File: config.mk
export PLATFORM = sky130hd
export DESIGN_NAME = cr_vec_seq
export DESIGN_NICKNAME = d
export VERILOG_FILES = /design/src/rtl/cr_vec_seq.sv
export SDC_FILE = /design/constraint.sdc
export NUM_CORES = 1
export LEC_CHECK = 0
export CAP_MARGIN = 10
export CORE_MARGIN = 1.5
export CORE_UTILIZATION = 55
export CTS_CLUSTER_DIAMETER = 150
export CTS_CLUSTER_SIZE = 25
export DETAILED_ROUTE_END_ITERATION = 7
export DONT_BUFFER_PORTS = 1
export GPL_TIMING_DRIVEN = 0
export PLACE_DENSITY_LB_ADDON = 0.15
export SYNTH_ARGS = -nofsm -noshare
export SYNTH_HDL_FRONTEND = slang
export SYNTH_SLANG_ARGS = --single-unit
export TNS_END_PERCENT = 1
File: constraint.sdc
create_clock -name clk -period 2 [get_ports clk]
set_clock_uncertainty 0.2 [all_clocks]
set_input_delay 0.3 -clock clk [delete_from_list [all_inputs] [get_ports clk]]
set_output_delay 0.3 -clock clk [all_outputs]
set_load 0.005 [all_outputs]
File: src/rtl/cr_vec_seq.sv
module cr_vec_seq #(
  parameter int ROW_W = 3,
  localparam int IDX_W = 2 * ROW_W,
  localparam int LEN_W = IDX_W + 1,
  localparam int NREG  = 1 << IDX_W
) (
  input  logic             clk,
  input  logic             rst_n,
  input  logic             start,
  input  logic [ROW_W-1:0] base_sel,
  input  logic [LEN_W-1:0] vec_len,
  input  logic             is_vector,
  input  logic             vert_mode,
  output logic             out_valid,
  output logic [IDX_W-1:0] elem_num,
  output logic [IDX_W-1:0] cr_index,
  output logic             done
);
  typedef enum logic [1:0] {S_IDLE, S_RUN, S_FIN} st_t;

  localparam logic [LEN_W-1:0] FULL = LEN_W'(NREG);

  st_t              st;
  logic [ROW_W-1:0] base_q;
  logic [IDX_W-1:0] cnt, last_q;
  logic             vec_q, vert_q;

  logic [LEN_W-1:0] len_clip;
  logic [IDX_W-1:0] last_d, h_idx, v_idx;

  assign len_clip = (vec_len > FULL) ? FULL : vec_len;
  assign last_d   = is_vector ? IDX_W'(len_clip - 1'b1) : '0;

  always_ff @(posedge clk) begin
    if (!rst_n) begin
      st     <= S_IDLE;
      cnt    <= '0;
      last_q <= '0;
      base_q <= '0;
      vec_q  <= 1'b0;
      vert_q <= 1'b0;
    end else begin
      case (st)
        S_IDLE: if (start) begin
          base_q <= base_sel;
          vec_q  <= is_vector;
          vert_q <= vert_mode;
          cnt    <= '0;
          last_q <= last_d;
          st     <= (is_vector && vec_len == '0) ? S_FIN : S_RUN;
        end
        S_RUN: begin
          if (cnt == last_q) st <= S_FIN;
          else cnt <= cnt + 1'b1;
        end
        S_FIN:   st <= S_IDLE;
        default: st <= S_IDLE;
      endcase
    end
  end

  assign h_idx = {base_q, {ROW_W{1'b0}}} + cnt;
  assign v_idx = IDX_W'(base_q) + {cnt[ROW_W-1:0], {ROW_W{1'b0}}}
               + IDX_W'(cnt[IDX_W-1:ROW_W]);

  assign out_valid = (st == S_RUN);
  assign done      = (st == S_FIN);
  assign elem_num  = cnt;
  assign cr_index  = !vec_q ? IDX_W'(base_q) : (vert_q ? v_idx : h_idx);
endmodule

**Word level (Yosys, flattened, before mapping)**

Index checks and enable logic that the tools add are counted.

- Reduce and logical (&&, ||, !) cells: 7
- Shift operators: 0
- $add $sub $neg: 5
- Mux-type cells: 11
- Div/mod/pow operators: 0
- Bitwise operators: 0
- $mul: 0
- Magnitude comparators: 1
- Equality and inequality tests: 6

Operator list:

| kind | number |
|---|---|
| two-way mux 6 bit | 6 |
| case mux 6 bit (2 select lines) | 1 |
| > comparator 7 bit (second input constant) | 1 |
| zero test 7 bit | 1 |
| adder 3 x 6 -> 6 bit | 1 |
| adder 6 x 1 -> 6 bit (second input constant) | 1 |
| adder 6 x 3 -> 6 bit | 1 |
| adder 6 bit | 1 |
| == test 6 bit | 1 |
| two-way mux 2 bit | 3 |
| subtractor 6 x 1 -> 6 bit (second input constant) | 1 |
| != test 2 bit (second input constant) | 2 |
| case mux 2 bit (2 select lines) | 1 |
| AND reduction 2 bit | 2 |
| AND reduction 3 bit | 1 |
| == test 2 x 1 -> 1 bit (second input constant) | 1 |
| == test 2 bit (second input constant) | 1 |
| zero test 2 bit | 1 |
| != test 2 x 1 -> 1 bit (second input constant) | 1 |
| nonzero test 2 bit | 1 |
| logical AND 1 bit | 1 |

- Word-level logic and storage cells: 36
- Memories kept: 0
- Latch bits: 0
- Bits in writable memories: 0
- Bits in read-only memories: 0
- Register bits: 19
- Output and inout bits: 14
- Bits of input ports: 15

**Longest topological paths before layout**

- Word-level depth: 5
- Depth in mapped cells: 7
- Mapped depth without buffers: 7

**Worst setup path before layout**

OpenSTA, ideal clock, no wires.

- Path type: flip-flop to output port
- Start point: reg cnt[3], in the netlist elem_num[3]
- End point: out cr_index[4]
- Cell stages (with the launch flop): 8
- Data arrival time: 1643 ps
- Path slack: -143 ps
- Path buffers: 0
- Data required time: 1500 ps
- Path through: dfxtp_1 ha_1 inv_1 fa_1 nor2b_1 o21ai_0 xor2_1 a211oi_1

- Word-level cells in the longest chain between the ends: 3
- Elaborated cells on any way between the ends: 4
- Those cells by class: 2 x add/sub; 2 x mux

RTL lines:

| element | RTL line | RTL |
|---|---|---|
| start, declared | 25 | `logic [IDX_W-1:0] cnt, last_q;` |
| start signal, assigned | 54 | `else cnt <= cnt + 1'b1;` |
| adder 6 bit / adder 6 x 3 -> 6 bit (equally long branches) | 62, 64 |  |
| two-way mux 6 bit * (2 in a row) | 69 | `assign cr_index = !vec_q ? IDX_W'(base_q) : (vert_q ? v_idx : h_idx);` |
| end, declared | 16 | `output logic [IDX_W-1:0] cr_index,` |

Mark *: on every way between the ends. The rest lies on a longest branch, timed or not.

**Worst setup path in the final report**

Ends and elaborated chain as after synthesis.

==> flow_summary.json <==
{
  "synth.net_count": 174,
  "synthesis.instances": 153,
  "max_freq_mhz": 430.5,
  "core-area_sq_um": 2042,
  "clock_path_buffers": 2,
  "met3_length_um": 138,
  "maxUsedRoutingLayer": "met4",
  "timing.critical_path.arrival_ns": 1.82,
  "tritoncts.num_buffers": 3,
  "critical_path.startpoint_type": "register",
  "layout-drive-gt1-share_pct": 14.72,
  "worst_setup_path_end_kind": "output pin",
  "synth_area_sq_um": 1234,
  "vias_in_the_first_global_route": 1076,
  "max_cap_viol_count": 0,
  "die-width_um": 50.36,
  "firstDrtPassIters": 4,
  "postRouteAntennaNets": 0,
  "grtUsageTotal_pct": 23.06,
  "worst-setup-path-type": "reg2out",
  "ff_latch_area_sq_um": 391.6,
  "area_growth_pct": 13.89,
  "critical_path_peak_fanout": 7,
  "grt_antenna_before_repair": 0,
  "clkTransAtPathRegs_ns": 0.12,
  "synth-seq-area-share_pct": 30.83,
  "worst_path_largest_cell_delay_ns": 0.43,
  "layout.core_utilization_pct": 68.81,
  "floorplan.die_area_sq_um": 2536,
  "top_ff_cell_synth": "sky130_fd_sc_hd__dfxtp_1",
  "num_antenna_cells": 0,
  "pin_count": 29,
  "cts_setup_buffers": 0,
  "die_h_um": 50.36,
  "drt_iter0_drc": 17,
  "timing.critical_path.slowest_stage_cell": "sky130_fd_sc_hd__dfxtp_4",
  "post_drt_wl_per_cell_um": 13.74,
  "timing_hold_violations_final": 0,
  "wl_met2_um": 1228,
  "post_detailed_placement_half_perimeter_wirelength_um": 1918,
  "initial_utilization_pct": 60.42,
  "multi_input_comb_area_sq_um": 837.1,
  "power_density_nw_per_um2": 566.9,
  "slew_headroom_pct": 67.62,
  "cts.htree.levels": 1,
  "yosysWarningCount": 0,
  "wire_length_of_the_first_global_routing_pass_um": 4526,
  "layout.nets": 185,
  "min-delay-path-class": "in2reg",
  "maxSlewViolCount": 0,
  "path_cells": "ha_4 -> inv_2 -> fa_2 -> nor2b_1 -> o21ai_1 -> xor2_1 -> a211oi_2",
  "flop_and_latch_count_out_of_synthesis": 19,
  "num_vias": 1081,
  "avgViaCountPerCell": 5.689,
  "worst_hold_slack_ns": 0.02432,
  "clock-sinks": 19,
  "setup_slack_at_placement_ns": -0.1690,
  "grt_start_max_net_pins": 13,
  "result_of_the_run": "finished, violations left",
  "async_flop_share_pct": 0,
  "gr-total-overflow": 0,
  "synth.distinct_cells": 36,
  "avgSynthCellArea_sq_um": 8.063,
  "finalWirelength_um": 2610,
  "cp_top_family": "adder cells",
  "rows": 16,
  "synth-edff-count": 0,
  "peakVddDrop_v": 0.0004761,
  "clock_insertion_delay_worst_skew_ns": 0.31,
  "finalWorstPathRequiredPeriod_ns": 2.323,
  "drc_errors": 0,
  "cts_tree": "done",
  "root_buffer": "sky130_fd_sc_hd__clkbuf_4",
  "final.period_utilization_pct": 116.2,
  "worstPathRequired_ns": 1.50,
  "rsz_0062_raised_after_global_routing": "true",
  "met1_length_um": 1224,
  "gp_weighted_congestion": 0.8089,
  "worst_pin_slew_ns": 0.4836,
  "static-leakage-power_nw": 0.5453,
  "n_fill_cell": 182,
  "final_critical_path_setup_slack_ns": -0.3231,
  "setup_viol": 5,
  "violations": "setup timing",
  "critical_path_buf_inv_count": 1,
  "portbufs": 0
}
-- kinds of logic (layout without fill, tap and decap cells) --
group                    Yosys count  in the layout  share of synthesized area [%]
AND/OR/NAND/NOR                   62             62                          26.67
AO/OA/AOI/OAI                     34             34                          17.24
flip-flops                        19             19                          30.83
buffers and inverters             13             23                          4.260
XOR/XNOR                          11             11                          7.810
multiplexers                       8              8                          6.491
adder cells (fa/ha/maj)            6              6                          6.694
-- sequential cells by signal (all words and copies together), names as in the netlist --
register and flops:
base_q 3, elem_num 6, last_q 6, st 2
vec_q 1, vert_q 1
-- per-layer routing --
layer	vias up	GRT usage, %
met5	-	0
met2	27	39.47
met4	0	4.054
met3	5	7.440
met1	500	28.63
li1	549	-
-- power breakdown --
group | switching (mW) | internal (mW)
combinational | 0.0983 | 0.0739
sequential | 0.0200 | 0.397
clock | 0.130 | 0.0776
total | 0.248 | 0.549
-- cell usage in the layout, fill, tap and decap left out, drive strengths merged, types with 2 or more instances in the layout --
| master | netlist | layout |
|---|---|---|
| nand2 | 26 | 26 |
| or3 | 2 | 2 |
| xor2 | 8 | 8 |
| xnor2 | 3 | 3 |
| dlygate4sd3 | 0 | 6 |
| a21boi | 4 | 4 |
| o21ai | 9 | 9 |
| a31oi | 2 | 2 |
| a21oi | 10 | 10 |
| nand2b | 5 | 5 |
| clkbuf | 3 | 6 |
| inv | 7 | 8 |
| a21o | 2 | 2 |
| dfxtp | 19 | 19 |
| nand4 | 3 | 3 |
| nor2b | 7 | 7 |
| buf | 3 | 3 |
| nor2 | 8 | 8 |
| nand3 | 3 | 3 |
| ha | 5 | 5 |
| nor3 | 2 | 2 |
| nor4 | 2 | 2 |
| mux2i | 8 | 8 |
-- cell usage after synthesis (3+ instances only) --
library cell	count	area share, %
sky130_fd_sc_hd__nand2b_1	5	2.5
sky130_fd_sc_hd__xnor2_1	3	2.1
sky130_fd_sc_hd__a21boi_0	3	1.8
sky130_fd_sc_hd__ha_1	5	5.1
sky130_fd_sc_hd__nor2b_1	7	3.5
sky130_fd_sc_hd__dfxtp_1	19	31
sky130_fd_sc_hd__nand4_1	3	1.5
sky130_fd_sc_hd__o21ai_0	9	3.7
sky130_fd_sc_hd__mux2i_1	8	6.5
sky130_fd_sc_hd__nand3_1	3	1.2
sky130_fd_sc_hd__buf_2	3	1.2
sky130_fd_sc_hd__nor2_1	8	2.4
sky130_fd_sc_hd__nand2_1	26	7.9
sky130_fd_sc_hd__clkbuf_1	3	0.91
sky130_fd_sc_hd__a21oi_1	10	4.1
sky130_fd_sc_hd__inv_1	7	2.1
sky130_fd_sc_hd__xor2_1	8	5.7
-- final cells by class --
type | count | share of cell area, %
Clock inverter | 1 | 0.4452
Multi-Input combinational cell | 121 | 59.57
Tap cell | 27 | 2.404
Buffer | 6 | 1.959
Inverter | 7 | 1.870
Timing Repair Buffer | 6 | 4.274
Clock buffer | 3 | 1.603
Sequential cell | 19 | 27.87
-- through the flow --
step | TNS [ns] | power, mW | instance area (sq um) | cells
after floorplan | 0 | 0.5543 | 1242 | 153
after global placement | -0.2622 | 0.5797 | 1276 | 180
after detailed placement | -0.3415 | 0.5860 | 1276 | 180
after CTS | -1.159 | 0.8026 | 1393 | 189
after global routing | -1.527 | 0.8496 | 1405 | 190
final | -1.017 | 0.7966 | 1405 | 190
-- worst paths after layout --
kind	from	end	slack (ns)	depth (start not counted)
worst max-delay path	elem_num[3]	cr_index[4]	-0.32	7
worst min register to register	last_q[2]	last_q[2]	0.28	2
worst max register to register	st[1]	last_q[0]	0.22	4
worst min-delay path	vec_len[4]	last_q[4]	0.02	2
-- what timing repair did --
action	CTS	global route
pin swaps	4	1
endpoints found under the setup margin	5	7
hold buffers	5	1
resized for setup	13	3
endpoints found under the hold margin	6	1
No activity file was read; power rests on OpenSTA's default activity.
